==> src/rtl/nbb_pkg.sv <==
package nbb_pkg;

  typedef enum logic [2:0] {
    OP_PAGE_READ = 3'd0,
    OP_CACHE_RD  = 3'd1,
    OP_WREN      = 3'd2,
    OP_ERASE     = 3'd3,
    OP_PROG_LOAD = 3'd4,
    OP_PROG_EXEC = 3'd5
  } nbb_op_e;

  typedef enum logic [2:0] {
    STEP_LOAD,
    STEP_PEEK,
    STEP_WE_ERASE,
    STEP_ERASE,
    STEP_WE_PROG,
    STEP_PLOAD,
    STEP_PEXEC
  } nbb_step_e;

  typedef enum logic [1:0] {
    PH_IDLE,
    PH_ISSUE,
    PH_WAIT,
    PH_FIN
  } nbb_phase_e;

  typedef struct packed {
    logic      finish;
    logic      bad;
    logic      fault;
    logic      advance;
    nbb_step_e next;
  } nbb_verdict_t;

endpackage

==> src/rtl/nbb_pager.sv <==
module nbb_pager #(
  parameter int PAGE_AW       = 24,
  parameter int PAGES_PER_BLK = 64
) (
  input  logic               clk,
  input  logic               rst_n,
  input  logic               load,
  input  logic [PAGE_AW-1:0] load_page,
  input  logic               advance,
  output logic [PAGE_AW-1:0] page,
  output logic               aligned,
  output logic               on_second
);
  localparam int BLK_SH = $clog2(PAGES_PER_BLK);

  logic [PAGE_AW-1:0] page_q;
  logic               second_q;

  always_ff @(posedge clk) begin
    if (!rst_n) begin
      page_q   <= '0;
      second_q <= 1'b0;
    end else if (load) begin
      page_q   <= load_page;
      second_q <= 1'b0;
    end else if (advance) begin
      page_q   <= page_q + 1'b1;
      second_q <= 1'b1;
    end
  end

  generate
    if (BLK_SH > 0) begin : g_align
      assign aligned = (page_q[BLK_SH-1:0] == '0);
    end else begin : g_noalign
      assign aligned = 1'b1;
    end
  endgenerate

  assign page      = page_q;
  assign on_second = second_q;

  assert_page_step_R4: assert property (@(posedge clk) disable iff (!rst_n)
    $past(!load) && (page_q != $past(page_q)) |-> page_q == $past(page_q) + 1'b1);

endmodule

==> src/rtl/nbb_judge.sv <==
module nbb_judge
  import nbb_pkg::*;
#(
  parameter logic [7:0] MARK_GOOD = 8'hFF,
  parameter int         FAIL_LSB  = 2,
  parameter int         FAIL_MSB  = 3
) (
  input  nbb_step_e    step,
  input  logic [7:0]   rsp_data,
  input  logic         rsp_err,
  input  logic         aligned,
  input  logic         on_second,
  output nbb_verdict_t verdict
);
  logic status_fail;
  assign status_fail = (rsp_data[FAIL_MSB:FAIL_LSB] != '0);

  always_comb begin
    verdict = '{finish: 1'b0, bad: 1'b0, fault: 1'b0, advance: 1'b0, next: step};
    if (rsp_err) begin
      verdict.finish = 1'b1;
      verdict.fault  = 1'b1;
    end else begin
      unique case (step)
        STEP_LOAD:     verdict.next = STEP_PEEK;
        STEP_PEEK: begin
          if (rsp_data != MARK_GOOD) begin
            verdict.finish = 1'b1;
            verdict.bad    = 1'b1;
          end else if (aligned && !on_second) begin
            verdict.advance = 1'b1;
            verdict.next    = STEP_LOAD;
          end else begin
            verdict.finish = 1'b1;
          end
        end
        STEP_WE_ERASE: verdict.next = STEP_ERASE;
        STEP_ERASE: begin
          if (status_fail) begin
            verdict.finish = 1'b1;
            verdict.fault  = 1'b1;
          end else begin
            verdict.next = STEP_WE_PROG;
          end
        end
        STEP_WE_PROG:  verdict.next = STEP_PLOAD;
        STEP_PLOAD:    verdict.next = STEP_PEXEC;
        STEP_PEXEC: begin
          verdict.finish = 1'b1;
          verdict.fault  = status_fail;
        end
        default: begin
          verdict.finish = 1'b1;
          verdict.fault  = 1'b1;
        end
      endcase
    end
  end

endmodule

==> src/rtl/nbb_seq.sv <==
module nbb_seq
  import nbb_pkg::*;
#(
  parameter int         COL_W    = 12,
  parameter int         MARK_COL = 2048,
  parameter logic [7:0] MARK_BAD = 8'hF0
) (
  input  logic             clk,
  input  logic             rst_n,
  input  logic             req_valid,
  input  logic             req_mark,
  output logic             req_ready,
  output logic             busy,
  output logic             cmd_valid,
  input  logic             cmd_ready,
  output logic [2:0]       cmd_op,
  output logic [COL_W-1:0] cmd_col,
  output logic [7:0]       cmd_wdata,
  input  logic             rsp_valid,
  input  nbb_verdict_t     verdict,
  output nbb_step_e        step,
  output logic             pg_load,
  output logic             pg_advance,
  output logic             done,
  output logic             res_bad,
  output logic             res_fault
);
  nbb_phase_e phase_q;
  nbb_step_e  step_q;
  logic       bad_q, fault_q;
  nbb_op_e    op;

  always_ff @(posedge clk) begin
    if (!rst_n) begin
      phase_q <= PH_IDLE;
      step_q  <= STEP_LOAD;
      bad_q   <= 1'b0;
      fault_q <= 1'b0;
    end else begin
      unique case (phase_q)
        PH_IDLE: if (req_valid) begin
          phase_q <= PH_ISSUE;
          step_q  <= req_mark ? STEP_WE_ERASE : STEP_LOAD;
          bad_q   <= 1'b0;
          fault_q <= 1'b0;
        end
        PH_ISSUE: if (cmd_ready) phase_q <= PH_WAIT;
        PH_WAIT: if (rsp_valid) begin
          if (verdict.finish) begin
            phase_q <= PH_FIN;
            bad_q   <= verdict.bad;
            fault_q <= verdict.fault;
          end else begin
            phase_q <= PH_ISSUE;
            step_q  <= verdict.next;
          end
        end
        PH_FIN:  phase_q <= PH_IDLE;
        default: phase_q <= PH_IDLE;
      endcase
    end
  end

  always_comb begin
    unique case (step_q)
      STEP_LOAD:     op = OP_PAGE_READ;
      STEP_PEEK:     op = OP_CACHE_RD;
      STEP_ERASE:    op = OP_ERASE;
      STEP_PLOAD:    op = OP_PROG_LOAD;
      STEP_PEXEC:    op = OP_PROG_EXEC;
      default:       op = OP_WREN;
    endcase
  end

  assign req_ready  = (phase_q == PH_IDLE);
  assign busy       = (phase_q != PH_IDLE);
  assign cmd_valid  = (phase_q == PH_ISSUE);
  assign cmd_op     = op;
  assign cmd_col    = (op == OP_CACHE_RD || op == OP_PROG_LOAD) ? COL_W'(MARK_COL) : '0;
  assign cmd_wdata  = (op == OP_PROG_LOAD) ? MARK_BAD : 8'h00;
  assign step       = step_q;
  assign pg_load    = (phase_q == PH_IDLE) && req_valid;
  assign pg_advance = (phase_q == PH_WAIT) && rsp_valid && !verdict.finish && verdict.advance;
  assign done       = (phase_q == PH_FIN);
  assign res_bad    = bad_q;
  assign res_fault  = fault_q;

  assert_cmd_hold_R2: assert property (@(posedge clk) disable iff (!rst_n)
    cmd_valid && !cmd_ready |=> cmd_valid && $stable(cmd_op) && $stable(cmd_col) && $stable(cmd_wdata));

  assert_done_pulse_R8: assert property (@(posedge clk) disable iff (!rst_n)
    done |=> !done && !busy);

  assert_no_cmd_after_done_R1: assert property (@(posedge clk) disable iff (!rst_n)
    done |-> !cmd_valid && busy);

  assert_bad_not_fault_R5: assert property (@(posedge clk) disable iff (!rst_n)
    done |-> !(res_bad && res_fault));

endmodule

==> src/rtl/nbb_engine.sv <==
module nbb_engine
  import nbb_pkg::*;
#(
  parameter int PAGE_AW       = 24,
  parameter int PAGES_PER_BLK = 64,
  parameter int PAGE_BYTES    = 2048,
  localparam int COL_W        = $clog2(PAGE_BYTES) + 1
) (
  input  logic               clk,
  input  logic               rst_n,
  input  logic               req_valid,
  output logic               req_ready,
  input  logic               req_mark,
  input  logic [PAGE_AW-1:0] req_page,
  output logic               busy,
  output logic               cmd_valid,
  input  logic               cmd_ready,
  output logic [2:0]         cmd_op,
  output logic [PAGE_AW-1:0] cmd_page,
  output logic [COL_W-1:0]   cmd_col,
  output logic [7:0]         cmd_wdata,
  input  logic               rsp_valid,
  input  logic [7:0]         rsp_data,
  input  logic               rsp_err,
  output logic               done,
  output logic               res_bad,
  output logic               res_fault
);
  localparam logic [7:0] MARK_GOOD = 8'hFF;
  localparam logic [7:0] MARK_BAD  = 8'hF0;

  nbb_step_e    step;
  nbb_verdict_t verdict;
  logic         pg_load, pg_advance, aligned, on_second;

  nbb_pager #(.PAGE_AW(PAGE_AW), .PAGES_PER_BLK(PAGES_PER_BLK)) u_pager (
    .clk(clk), .rst_n(rst_n), .load(pg_load), .load_page(req_page),
    .advance(pg_advance), .page(cmd_page), .aligned(aligned), .on_second(on_second)
  );

  nbb_judge #(.MARK_GOOD(MARK_GOOD), .FAIL_LSB(2), .FAIL_MSB(3)) u_judge (
    .step(step), .rsp_data(rsp_data), .rsp_err(rsp_err),
    .aligned(aligned), .on_second(on_second), .verdict(verdict)
  );

  nbb_seq #(.COL_W(COL_W), .MARK_COL(PAGE_BYTES), .MARK_BAD(MARK_BAD)) u_seq (
    .clk(clk), .rst_n(rst_n), .req_valid(req_valid), .req_mark(req_mark),
    .req_ready(req_ready), .busy(busy), .cmd_valid(cmd_valid), .cmd_ready(cmd_ready),
    .cmd_op(cmd_op), .cmd_col(cmd_col), .cmd_wdata(cmd_wdata), .rsp_valid(rsp_valid),
    .verdict(verdict), .step(step), .pg_load(pg_load), .pg_advance(pg_advance),
    .done(done), .res_bad(res_bad), .res_fault(res_fault)
  );

  assert_page_hold_R2: assert property (@(posedge clk) disable iff (!rst_n)
    cmd_valid && !cmd_ready |=> $stable(cmd_page));

  assert_peek_column_R3: assert property (@(posedge clk) disable iff (!rst_n)
    cmd_valid && cmd_op == 3'd1 |-> cmd_col == COL_W'(PAGE_BYTES));

  assert_load_marker_R7: assert property (@(posedge clk) disable iff (!rst_n)
    cmd_valid && cmd_op == 3'd4 |-> cmd_col == COL_W'(PAGE_BYTES) && cmd_wdata == MARK_BAD);

  assert_idle_quiet_R9: assert property (@(posedge clk) disable iff (!rst_n)
    req_ready |-> !cmd_valid && !done);

endmodule

==> config.mk <==
export PLATFORM = sky130hd
export DESIGN_NAME = nbb_engine
export DESIGN_NICKNAME = d
export VERILOG_FILES = /design/src/rtl/nbb_pkg.sv /design/src/rtl/nbb_pager.sv /design/src/rtl/nbb_judge.sv /design/src/rtl/nbb_seq.sv /design/src/rtl/nbb_engine.sv
export SDC_FILE = /design/constraint.sdc
export NUM_CORES = 1
export LEC_CHECK = 0
export BUFFER_PORTS_ARGS = -buffer_cell sky130_fd_sc_hd__buf_2
export CAP_MARGIN = 25
export CORE_ASPECT_RATIO = 0.75
export CORE_MARGIN = 5
export CORE_UTILIZATION = 44
export CTS_CLUSTER_DIAMETER = 120
export DETAILED_ROUTE_END_ITERATION = 12
export HOLD_SLACK_MARGIN = 0.12
export PLACE_DENSITY = 0.89
export SYNTH_ARGS = -nofsm -noshare
export SYNTH_HDL_FRONTEND = slang
export SYNTH_SLANG_ARGS = --single-unit
==> constraint.sdc <==
create_clock -name clk -period 2.42 [get_ports clk]
set_clock_uncertainty 0.1 [all_clocks]
set_input_delay 0.242 -clock clk [delete_from_list [all_inputs] [get_ports clk]]
set_output_delay 0.242 -clock clk [all_outputs]
set_load 0.01 [all_outputs]
# [Yosys cells after proc, flatten, opt, wreduce, memory -nomap -nowiden]
# Cells that the tools add are included.
[word_totals] wordCells=89 ff_bits=32 input_bits=39
[classes] n_bitwise=1 muxes=38 reduce_logical=21 eq_ne=22 addsub=1
[op_table] cell="2-to-1 mux 24 bit" count=2
[op_table] cell="adder 24 x 1 -> 24 bit, second input constant" count=1
[op_table] cell="case mux 3 bit (6 select lines)" count=1
[op_table] cell="case mux 3 bit (5 select lines)" count=1
[op_table] cell="2-to-1 mux 1 bit" count=14
[op_table] cell="equality test 3 bit, second input constant" count=4
[op_table] cell="2-to-1 mux 12 bit" count=1
[op_table] cell="2-to-1 mux 3 bit" count=4
[op_table] cell="2-to-1 mux 4 bit" count=3
[op_table] cell="2-to-1 mux 2 bit" count=5
[op_table] cell="!= test 3 bit, second input constant" count=3
[op_table] cell="AND reduction 9 bit" count=1
[op_table] cell="2-to-1 mux 8 bit" count=1
[op_table] cell="!= test 2 bit, second input constant" count=4
[op_table] cell="!= test 8 bit, second input constant" count=1
[op_table] cell="case mux 2 bit (4 select lines)" count=1
[op_table] cell="nonzero test 2 bit" count=4
[op_table] cell="!= test 7 bit, second input constant" count=1
[op_table] cell="equality test 3 x 1 -> 1 bit, second input constant" count=2
[op_table] cell="equality test 3 x 2 -> 1 bit, second input constant" count=2
[op_table] cell="logical NOT 6 bit" count=1
[op_table] cell="case mux 1 bit (3 select lines)" count=2
[op_table] cell="case mux 3 bit (2 select lines)" count=1
[op_table] cell="logical AND 1 bit" count=5
[op_table] cell="14 further kinds" count=18

# [Longest topological paths before layout]
# Gate-level depths: netlist of run 1.
[depth] ltp_word=11 depth_mapped=7 mapped_depth_nobuf=6

# [By module]
# Synthesis of run 1 repeated with hierarchy kept, for this count alone.
[hier_totals] cells_unflattened=269 hier_area_um2=2213.4
[by_module_without_submodules] mod="nbb_pager" area_per_inst_um2=1463.9 n_inst=1 cells_each=172
[by_module_without_submodules] mod="nbb_seq" area_per_inst_um2=573.0 n_inst=1 cells_each=72
[by_module_without_submodules] mod="nbb_judge" area_per_inst_um2=176.4 n_inst=1 cells_each=25

# [Least setup slack after synthesis of run 1]
# OpenSTA, ideal clock, no wires.
[synth_timing] path_kind="register -> register" startpoint="register u_pager.page_q[0], in the netlist u_pager.page[0]" endpoint="register u_pager.page_q[0], in the netlist u_pager.page[0]" period_less_slack_ns=2.193 arrival_time_ns=1.977 required_time_ns=2.204 slack_ns=0.227 stages_incl_launch_ff=7 setup_time_ns=0.116 path_cell_list="dfxtp_1 > inv_1 > ha_1 > or4b_4 > or4_4 > or2_4 > o211a_1"
[synth_via] elab_chain_len=10 elab_cells_between_ends=17 cone_classes="add/sub: 1; mux: 10; reduce/logical: 6"
[synth_rtl] item="from (decl)" line_no="nbb_pager.sv:16" rtl="logic [PAGE_AW-1:0] page_q;"
[synth_rtl] item="from (signal assigned)" line_no="nbb_pager.sv:24" rtl="page_q <= load_page;"
[synth_rtl] item="from (signal assigned)" line_no="nbb_pager.sv:27" rtl="page_q <= page_q + 1'b1;"
[synth_rtl] item="parallel branches: the longest is 10 deep, another holds adder 24 x 1 -> 24 bit"
# Several ways; the timed one is not identified. The select of a mux whose other input is x is not followed.
# A chain may end at the register's enable or synchronous reset.

# [Worst setup path in the final report of run 1]
# Ends and elaborated chain as after synthesis.

==> out/qor.log, run 1 <==
[run_status] run status completed
[sta] Hold Fails Final Rpt 0
[setup_path] start of the worst register-to-register path u_pager.page[0]$_SDFFE_PN0P_
[clock_network] CTS tree built
[worst_hold_path] number of cells on the worst hold path 3
[floorplanning] area of the core 0.00368 mm²
[final_layout] area added between synthesis and finish 30.1%
[drt] number of DRC violations after detailed-routing iteration 0 110
[setup_path] CP max-delay cell sky130_fd_sc_hd__or4_4
[drt] number of DRC violations after detailed routing 0
[placed_design] routability-driven placement congestion ratio 0.842
[yosys] post-synthesis sequential area ratio 0.378
[yosys] area of the mapped netlist 0.00170 mm²
[sta] fin. max-slew vios 0
[pwr] total power per unit cell area 569 mW/mm²
[yosys] Async SR Flop Fraction 0
[placed_design] area post-placement 0.00203 mm²
[sta] highest attainable clock frequency 442 MHz
[setup_path] worst path cell trace inv_1, ha_1, or4b_4, or4_4, or2_4, o211a_1
[clock_network] post-CTS setup buffers 0
[pwr] Sw Share 0.263
[placed_design] port buffer count 76
[clock_network] H-Tree Level Count 2
[drt] number of iterations in the first detailed-routing pass 4
[pwr] net switching power figure 330 µW
[yosys] Mean Syn Cell Area 8.00 µm²
[setup_path] Critical Path RT 2.48 ns
[final_layout] filler cell count in the final layout 353
[final_layout] fraction of layout cells with a size suffix above 1 0.326
[clock_network] cts hold-fix bufs 8
[final_layout] area taken by multi-input logic gates 911 µm²
[sta] sum of negative setup slack 0 ns
[setup_path] R2R setup slack 0.16 ns
[pwr] sequential share of power 0.468
[clock_network] Post-CTS Resized 0
[final_layout] Antenna Cells 0
[floorplanning] # rows 19
[floorplanning] die area 0.00521 mm²
[final_layout] most common library cell in the layout ignoring fill and taps sky130_fd_sc_hd__buf_2
[pwr] cell internal power dissipation 926 µW
[yosys] leading area contributor after synthesis sky130_fd_sc_hd__dfxtp_1
[global_routing] initial antenna violation count 0
[global_routing] Remaining Overflow, GRT 0
[floorplanning] starting utilization of the core area 0.460
[yosys] dominant cells by area after synthesis sky130_fd_sc_hd__dfxtp_1 (38%), sky130_fd_sc_hd__nand2_1 (12%), sky130_fd_sc_hd__a21boi_0 (9.3%), sky130_fd_sc_hd__buf_4 (8.0%), sky130_fd_sc_hd__mux2i_1 (2.9%)
[drt] DR vias 1606
[yosys] number of flip-flops and latches in the synthesized netlist 32
[pwr] static leakage 0.00106 µW
[drt] number of vias per cell 4.72
[yosys] count of different cell masters after synthesis 37
[floorplanning] I/O pin cnt 92
[pwr] power share of the combinational group 0.194
[final_layout] final cell area excluding filler cells 0.00221 mm²
[yosys] Top FF cell, synth sky130_fd_sc_hd__dfxtp_1
[setup_path] CP Data Arrival Time 2.32 ns
[yosys] cell count after synthesis 212
[final_layout] final design utilization 0.599
[setup_path] kind of capture point of the worst setup path register
[setup_path] timing endpoint of the critical path u_pager.page[0]$_SDFFE_PN0P_
[clock_network] root buf cell sky130_fd_sc_hd__clkbuf_8
[clock_network] number of clock buffers inserted by TritonCTS 5
[setup_path] longest individual stage delay on the worst path 0.54 ns
[floorplanning] Die Wd 81.7 µm
[worst_hold_path] Hold/Removal Path Class input pin to register
[setup_path] highest net fanout along the worst path 4
[global_routing] first-pass GRT wire length 6690 µm
[sta] final critical-path share of the clock period 0.934
[drt] Wirelength per Cell 12.3 µm
[setup_path] worst flop-to-flop path endpoint u_pager.page[0]$_SDFFE_PN0P_
[clock_network] largest buffer count on any clock path 2
[final_layout] commonest cells after routing, fill and taps aside sky130_fd_sc_hd__buf_2 (76), sky130_fd_sc_hd__nand2_1 (52), sky130_fd_sc_hd__dfxtp_1 (32), sky130_fd_sc_hd__a21boi_0 (21), sky130_fd_sc_hd__conb_1 (15)
[setup_path] Setup crit start kind register
[pwr] maximum resistive drop on vdd 0.466 mV
[global_routing] number of global-route vias before repair 1529
[setup_path] Critical Path Start u_pager.page[0]$_SDFFE_PN0P_
[setup_path] type of the worst setup path register to register
[sta] actual slew at the worst max-slew pin 0.626 ns
[placed_design] HPWL Detailed 3100 µm
[clock_network] number of clock sinks 32
[floorplanning] die height 63.8 µm
[final_layout] number of nets in the layout 329
[sta] Max-slew headroom 0.582
[yosys] EDFF count, synth 0
[global_routing] maximum number of pins on one net before global-route repair 40
[pwr] Clk pwr share 0.337
[yosys] Yosys warning total 0
[clock_network] post-CTS clock slew at the launch and capture registers of the worst setup and hold paths 0.06 ns
[drt] number of nets still failing antenna checks after routing 0
[clock_network] source-to-sink clock delay at the later pin of the worst-skew pair 0.27 ns
[setup_path] path depth of the worst reg2reg path 6
[global_routing] overall global routing resource usage 0.162
[sta] minimum clock period 2.26 ns
[sta] setup repair after global routing missed its margin no
[sta] number of setup violations in the final report 0
[yosys] post-synth top area share 0.378
[drt] wire length reported by the detailed router 4180 µm
[final_layout] flip-flop and latch area 641 µm²
[run] count of max-cap constraint violations 0
-- power groups by stage --
stage	combinational, µW	clock, µW	sequential (µW)
6_report	244	424	588
5_1_grt	275	465	594
4_1_cts	246	438	588
3_5_place_dp	235	0	600
3_3_place_gp	233	0	597
2_1_floorplan	152	0	603
-- synth_stat cells, drive strengths merged (2+ instances only) --
library cell / count
nor3b: 2
nand2: 52
nand4: 4
o21a: 4
a21o: 2
inv: 5
ha: 2
nand3b: 2
mux2i: 5
a31oi: 2
nor2: 4
a21boi: 21
nand3: 3
or2: 4
buf: 18
and2: 4
or3b: 2
nand2b: 2
o211ai: 3
dfxtp: 32
o21ai: 5
nor2b: 3
clkbuf: 13
a211oi: 2
a21oi: 5
-- layer usage --
layer  up-vias  track usage  share of wire
li1        831            -              -
met1       725        0.198           0.42
met2        48        0.275           0.50
met3         2       0.0632          0.078
met4         0       0.0249         0.0034
met5         -            0              0
-- stage by stage --
stage	total power, µW	hold slack [ns]	cells	setup slack, ns
6_report	1260	0.123	340	0.160
5_1_grt	1330	0.122	340	0.0137
4_1_cts	1270	0.121	340	0.160
3_5_place_dp	835	0.343	325	0.175
3_3_place_gp	830	0.334	325	0.210
2_1_floorplan	755	0.287	226	0.227
-- registers in the layout (all words and copies together), names as in the netlist --
name	count
u_pager.page	24
u_seq.step	3
u_seq.phase_q	2
u_pager.on_second	1
u_seq.res_bad	1
u_seq.res_fault	1
-- logic make-up (layout without fill, tap and decap cells) --
family / after synthesis / in the layout / share of synthesized area
buffers and inverters: 36 / 98 / 0.119
AO/OA/AOI/OAI: 49 / 49 / 0.203
other: 1 / 15 / 0.00221
multiplexers: 5 / 5 / 0.0295
XOR/XNOR: 1 / 1 / 0.00516
flip-flops: 32 / 32 / 0.378
AND/OR/NAND/NOR: 86 / 86 / 0.249
adder cells (fa/ha/maj): 2 / 2 / 0.0147
-- worst min-delay path by stage --
stage / end / startpoint
2_1_floorplan: u_pager.page[11]$_SDFFE_PN0P_ / req_page[11]
3_3_place_gp: u_pager.on_second$_SDFFE_PP0P_ / u_pager.on_second$_SDFFE_PP0P_
3_5_place_dp: u_pager.on_second$_SDFFE_PP0P_ / u_pager.on_second$_SDFFE_PP0P_
4_1_cts: u_pager.page[22]$_SDFFE_PN0P_ / req_page[22]
5_1_grt: u_pager.page[5]$_SDFFE_PN0P_ / req_page[5]
6_report: u_pager.page[3]$_SDFFE_PN0P_ / req_page[3]
-- final cells by class --
cell class | instances | share of cell area
timing repair buffer | 86 | 0.215
clock buffer | 7 | 0.0437
multi-input combinational | 158 | 0.413
sequential | 32 | 0.290
tap | 52 | 0.0295
inverter | 5 | 0.00850
-- critical path: cells and delay by family (launching register included) --
kind                     cells  cell delay [ns]
AO/OA/AOI/OAI                1             0.20
flip-flops                   1             0.34
adder cells (fa/ha/maj)      1             0.15
buffers and inverters        1             0.09
AND/OR/NAND/NOR              3             1.29
No activity file was read; power rests on OpenSTA's default activity.
==> inputs of run 2 (changes only) <==
- CORE_ASPECT_RATIO: 0.75 -> 1.2
- RECOVER_POWER: unset -> 50
==> run 2 against run 1 <==
Against the previous run:
- design area rose by 3.9%
- largest cell class unchanged
- critical endpoint unchanged
- global-route usage grew 2.5 points
- highest routed layer unchanged
- core utilization rose by 2.2 points
==> out/qor.log, run 2 (same netlist as run 1, synthesis figures left out) <==
[run_status] run status completed [unchanged]
[setup_path] R2R setup slack 0.19 ns [was 0.16 ns]
[pwr] Pwr Total 1270 µW [was 1260 µW]
[clock_network] post-CTS clock slew at the launch and capture registers of the worst setup and hold paths 0.07 ns [was 0.06 ns]
[sta] setup repair after global routing missed its margin no [unchanged]
[pwr] total power per unit cell area 554 mW/mm² [was 569 mW/mm²]
[drt] DR vias 1691 [was 1606]
[sta] highest attainable clock frequency 448 MHz [was 442 MHz]
[floorplanning] starting utilization of the core area 0.459 [was 0.460]
[setup_path] worst path cell trace inv_1, ha_1, or4b_4, or4_4, or2_4, o211a_1 [unchanged]
[drt] number of vias per cell 4.78 [was 4.72]
[setup_path] Setup crit start kind register [unchanged]
[global_routing] Remaining Overflow, GRT 0 [unchanged]
[drt] top routing layer in use met4 [unchanged]
[clock_network] H-Tree Level Count 2 [unchanged]
[setup_path] longest individual stage delay on the worst path 0.54 ns [about the same]
[drt] Wirelength per Cell 13.1 µm [was 12.3 µm]
[sta] fin. max-slew vios 0 [unchanged]
[sta] Max-slew headroom 0.601 [was 0.582]
[final_layout] most common library cell in the layout ignoring fill and taps sky130_fd_sc_hd__nand2_1 [was sky130_fd_sc_hd__buf_2]
[clock_network] post-CTS setup buffers 0 [unchanged]
[drt] number of DRC violations after detailed-routing iteration 0 62 [was 110]
[clock_network] CTS tree built [unchanged]
[floorplanning] area of the core 0.00369 mm² [was 0.00368 mm²]
[placed_design] HPWL Detailed 3230 µm [was 3100 µm]
[clock_network] largest buffer count on any clock path 2 [unchanged]
[run] count of max-cap constraint violations 0 [unchanged]
[sta] actual slew at the worst max-slew pin 0.599 ns [was 0.626 ns]
[placed_design] routability-driven placement congestion ratio 0.807 [was 0.842]
[global_routing] number of global-route vias before repair 1589 [was 1529]
[setup_path] start of the worst register-to-register path u_pager.page[0]$_SDFFE_PN0P_ [unchanged]
[sta] sum of negative setup slack 0 ns [unchanged]
[setup_path] worst flop-to-flop path endpoint u_pager.page[0]$_SDFFE_PN0P_ [unchanged]
[sta] final critical-path share of the clock period 0.923 [was 0.934]
[setup_path] highest net fanout along the worst path 4 [unchanged]
[final_layout] area added between synthesis and finish 35.2% [was 30.1%]
[clock_network] number of clock sinks 32 [unchanged]
[setup_path] Worst Path Buf+Inv 1 [unchanged]
[global_routing] first-pass GRT wire length 7580 µm [was 6690 µm]
[floorplanning] # rows 24 [was 19]
[drt] number of DRC violations after detailed routing 0 [unchanged]
[floorplanning] die height 78.0 µm [was 63.8 µm]
[final_layout] Antenna Cells 0 [unchanged]
[final_layout] commonest cells after routing, fill and taps aside sky130_fd_sc_hd__nand2_1 (52), sky130_fd_sc_hd__buf_2 (45), sky130_fd_sc_hd__clkbuf_1 (32), sky130_fd_sc_hd__dfxtp_1 (32), sky130_fd_sc_hd__a21boi_0 (21) [was sky130_fd_sc_hd__buf_2 (76), sky130_fd_sc_hd__nand2_1 (52), sky130_fd_sc_hd__dfxtp_1 (32), sky130_fd_sc_hd__a21boi_0 (21), sky130_fd_sc_hd__conb_1 (15)]
[pwr] Clk pwr share 0.334 [was 0.337]
[sta] minimum clock period 2.23 ns [was 2.26 ns]
[clock_network] cts hold-fix bufs 20 [was 8]
[setup_path] kind of capture point of the worst setup path register [unchanged]
[setup_path] Largest delay share family, worst path simple AND/OR/NAND/NOR gates [unchanged]
[drt] number of iterations in the first detailed-routing pass 4 [unchanged]
[global_routing] maximum number of pins on one net before global-route repair 40 [unchanged]
[worst_hold_path] Worst Min Path Start req_page[13] [was req_page[3]]
[setup_path] type of the worst setup path register to register [unchanged]
[pwr] sequential share of power 0.464 [was 0.468]
[floorplanning] I/O pin cnt 92 [unchanged]
[setup_path] path depth of the worst reg2reg path 6 [unchanged]
[drt] met2 wire length 2290 µm [was 2070 µm]
[sta] worst-case hold slack 0.134 ns [was 0.123 ns]
[sta] number of setup violations in the final report 0 [unchanged]
[global_routing] initial antenna violation count 0 [unchanged]
[pwr] maximum resistive drop on vdd 0.521 mV [was 0.466 mV]
[clock_network] number of clock buffers inserted by TritonCTS 5 [unchanged]
[drt] post-route met1 wirelength 1860 µm [was 1770 µm]
[floorplanning] die area 0.00520 mm² [was 0.00521 mm²]
[final_layout] max FFs per register 24 [unchanged]
[setup_path] CP max-delay cell sky130_fd_sc_hd__or4_4 [unchanged]
[pwr] Sw Share 0.284 [was 0.263]
[global_routing] overall global routing resource usage 0.187 [was 0.162]
[worst_hold_path] worst-case hold path end point u_pager.page[13]$_SDFFE_PN0P_ [was u_pager.page[3]$_SDFFE_PN0P_]
[setup_path] CP Data Arrival Time 2.31 ns [was 2.32 ns]
[sta] Hold Fails Final Rpt 0 [unchanged]
[drt] Met3 Wirelength 410 µm [was 325 µm]
[drt] wire length reported by the detailed router 4620 µm [was 4180 µm]
[placed_design] port buffer count 76 [unchanged]
[setup_path] Critical Path RT 2.50 ns [was 2.48 ns]
[clock_network] source-to-sink clock delay at the later pin of the worst-skew pair 0.28 ns [was 0.27 ns]
[pwr] net switching power figure 361 µW [was 330 µW]
[clock_network] root buf cell sky130_fd_sc_hd__clkbuf_8 [unchanged]
[worst_hold_path] Hold/Removal Path Class input pin to register [unchanged]
[worst_hold_path] number of cells on the worst hold path 3 [unchanged]
[floorplanning] Die Wd 66.7 µm [was 81.7 µm]
[final_layout] number of nets in the layout 342 [was 329]
[drt] number of nets still failing antenna checks after routing 0 [unchanged]
[clock_network] Post-CTS Resized 0 [unchanged]
[pwr] power share of the combinational group 0.202 [was 0.194]
[final_layout] fraction of layout cells with a size suffix above 1 0.212 [was 0.326]
[pwr] static leakage 0.000984 µW [was 0.00106 µW]
[pwr] cell internal power dissipation 909 µW [was 926 µW]
[run 2: per-stage QoR]
| step | area (µm²) | instances | setup slack (ns) | util |
|---|---|---|---|---|
| 3_3_place_gp | 2040 | 326 | 0.224 | 0.552 |
| 6_report | 2290 | 354 | 0.187 | 0.621 |
| 3_5_place_dp | 2040 | 326 | 0.199 | 0.552 |
| 2_1_floorplan | 1750 | 226 | 0.227 | - |
| 4_1_cts | 2330 | 354 | 0.188 | 0.631 |
| 5_1_grt | 2290 | 354 | 0.0668 | 0.621 |
[run 2: per-layer routing]
metal,up-vias,track usage
met4,0,0.0610
li1,857,-
met2,69,0.310
met1,757,0.230
met3,8,0.0571
met5,-,0
[run 2: how the worst max path moves through the flow]
stage,endpoint,depth (start not counted),start
CTS,u_pager.page[0]$_SDFFE_PN0P_,6,u_pager.page[0]$_SDFFE_PN0P_
finish,u_pager.page[0]$_SDFFE_PN0P_,6,u_pager.page[0]$_SDFFE_PN0P_
global route,u_seq.step[2]$_SDFFE_PN0P_,6,u_pager.page[0]$_SDFFE_PN0P_
floorplan,u_pager.page[0]$_SDFFE_PN0P_,6,u_pager.page[0]$_SDFFE_PN0P_
detailed placement,u_pager.page[0]$_SDFFE_PN0P_,6,u_pager.page[0]$_SDFFE_PN0P_
global placement,u_pager.page[0]$_SDFFE_PN0P_,6,u_pager.page[0]$_SDFFE_PN0P_
[run 2: layout make-up]
class,instances,area (µm²)
Sequential cell,32,641
Tap cell,52,65.1
Clock inverter,1,7.51
Clock buffer,7,86.3
Multi-Input combinational cell,158,911
Timing Repair Buffer,99,564
Fill cell,368,1400
Inverter,5,18.8
[run 2: tightest hold or removal path: stages]
cell                       delay [ns]
sky130_fd_sc_hd__buf_2           0.10
sky130_fd_sc_hd__nand2_1         0.05
sky130_fd_sc_hd__a21boi_0        0.08
[run 2: power groups by stage]
stage	Clock, µW	Combinational [µW]	Sequential (µW)
after floorplan	0	152	603
after global placement	0	234	597
after detailed placement	0	239	600
after CTS	435	264	588
after global routing	465	288	595
final	424	257	589
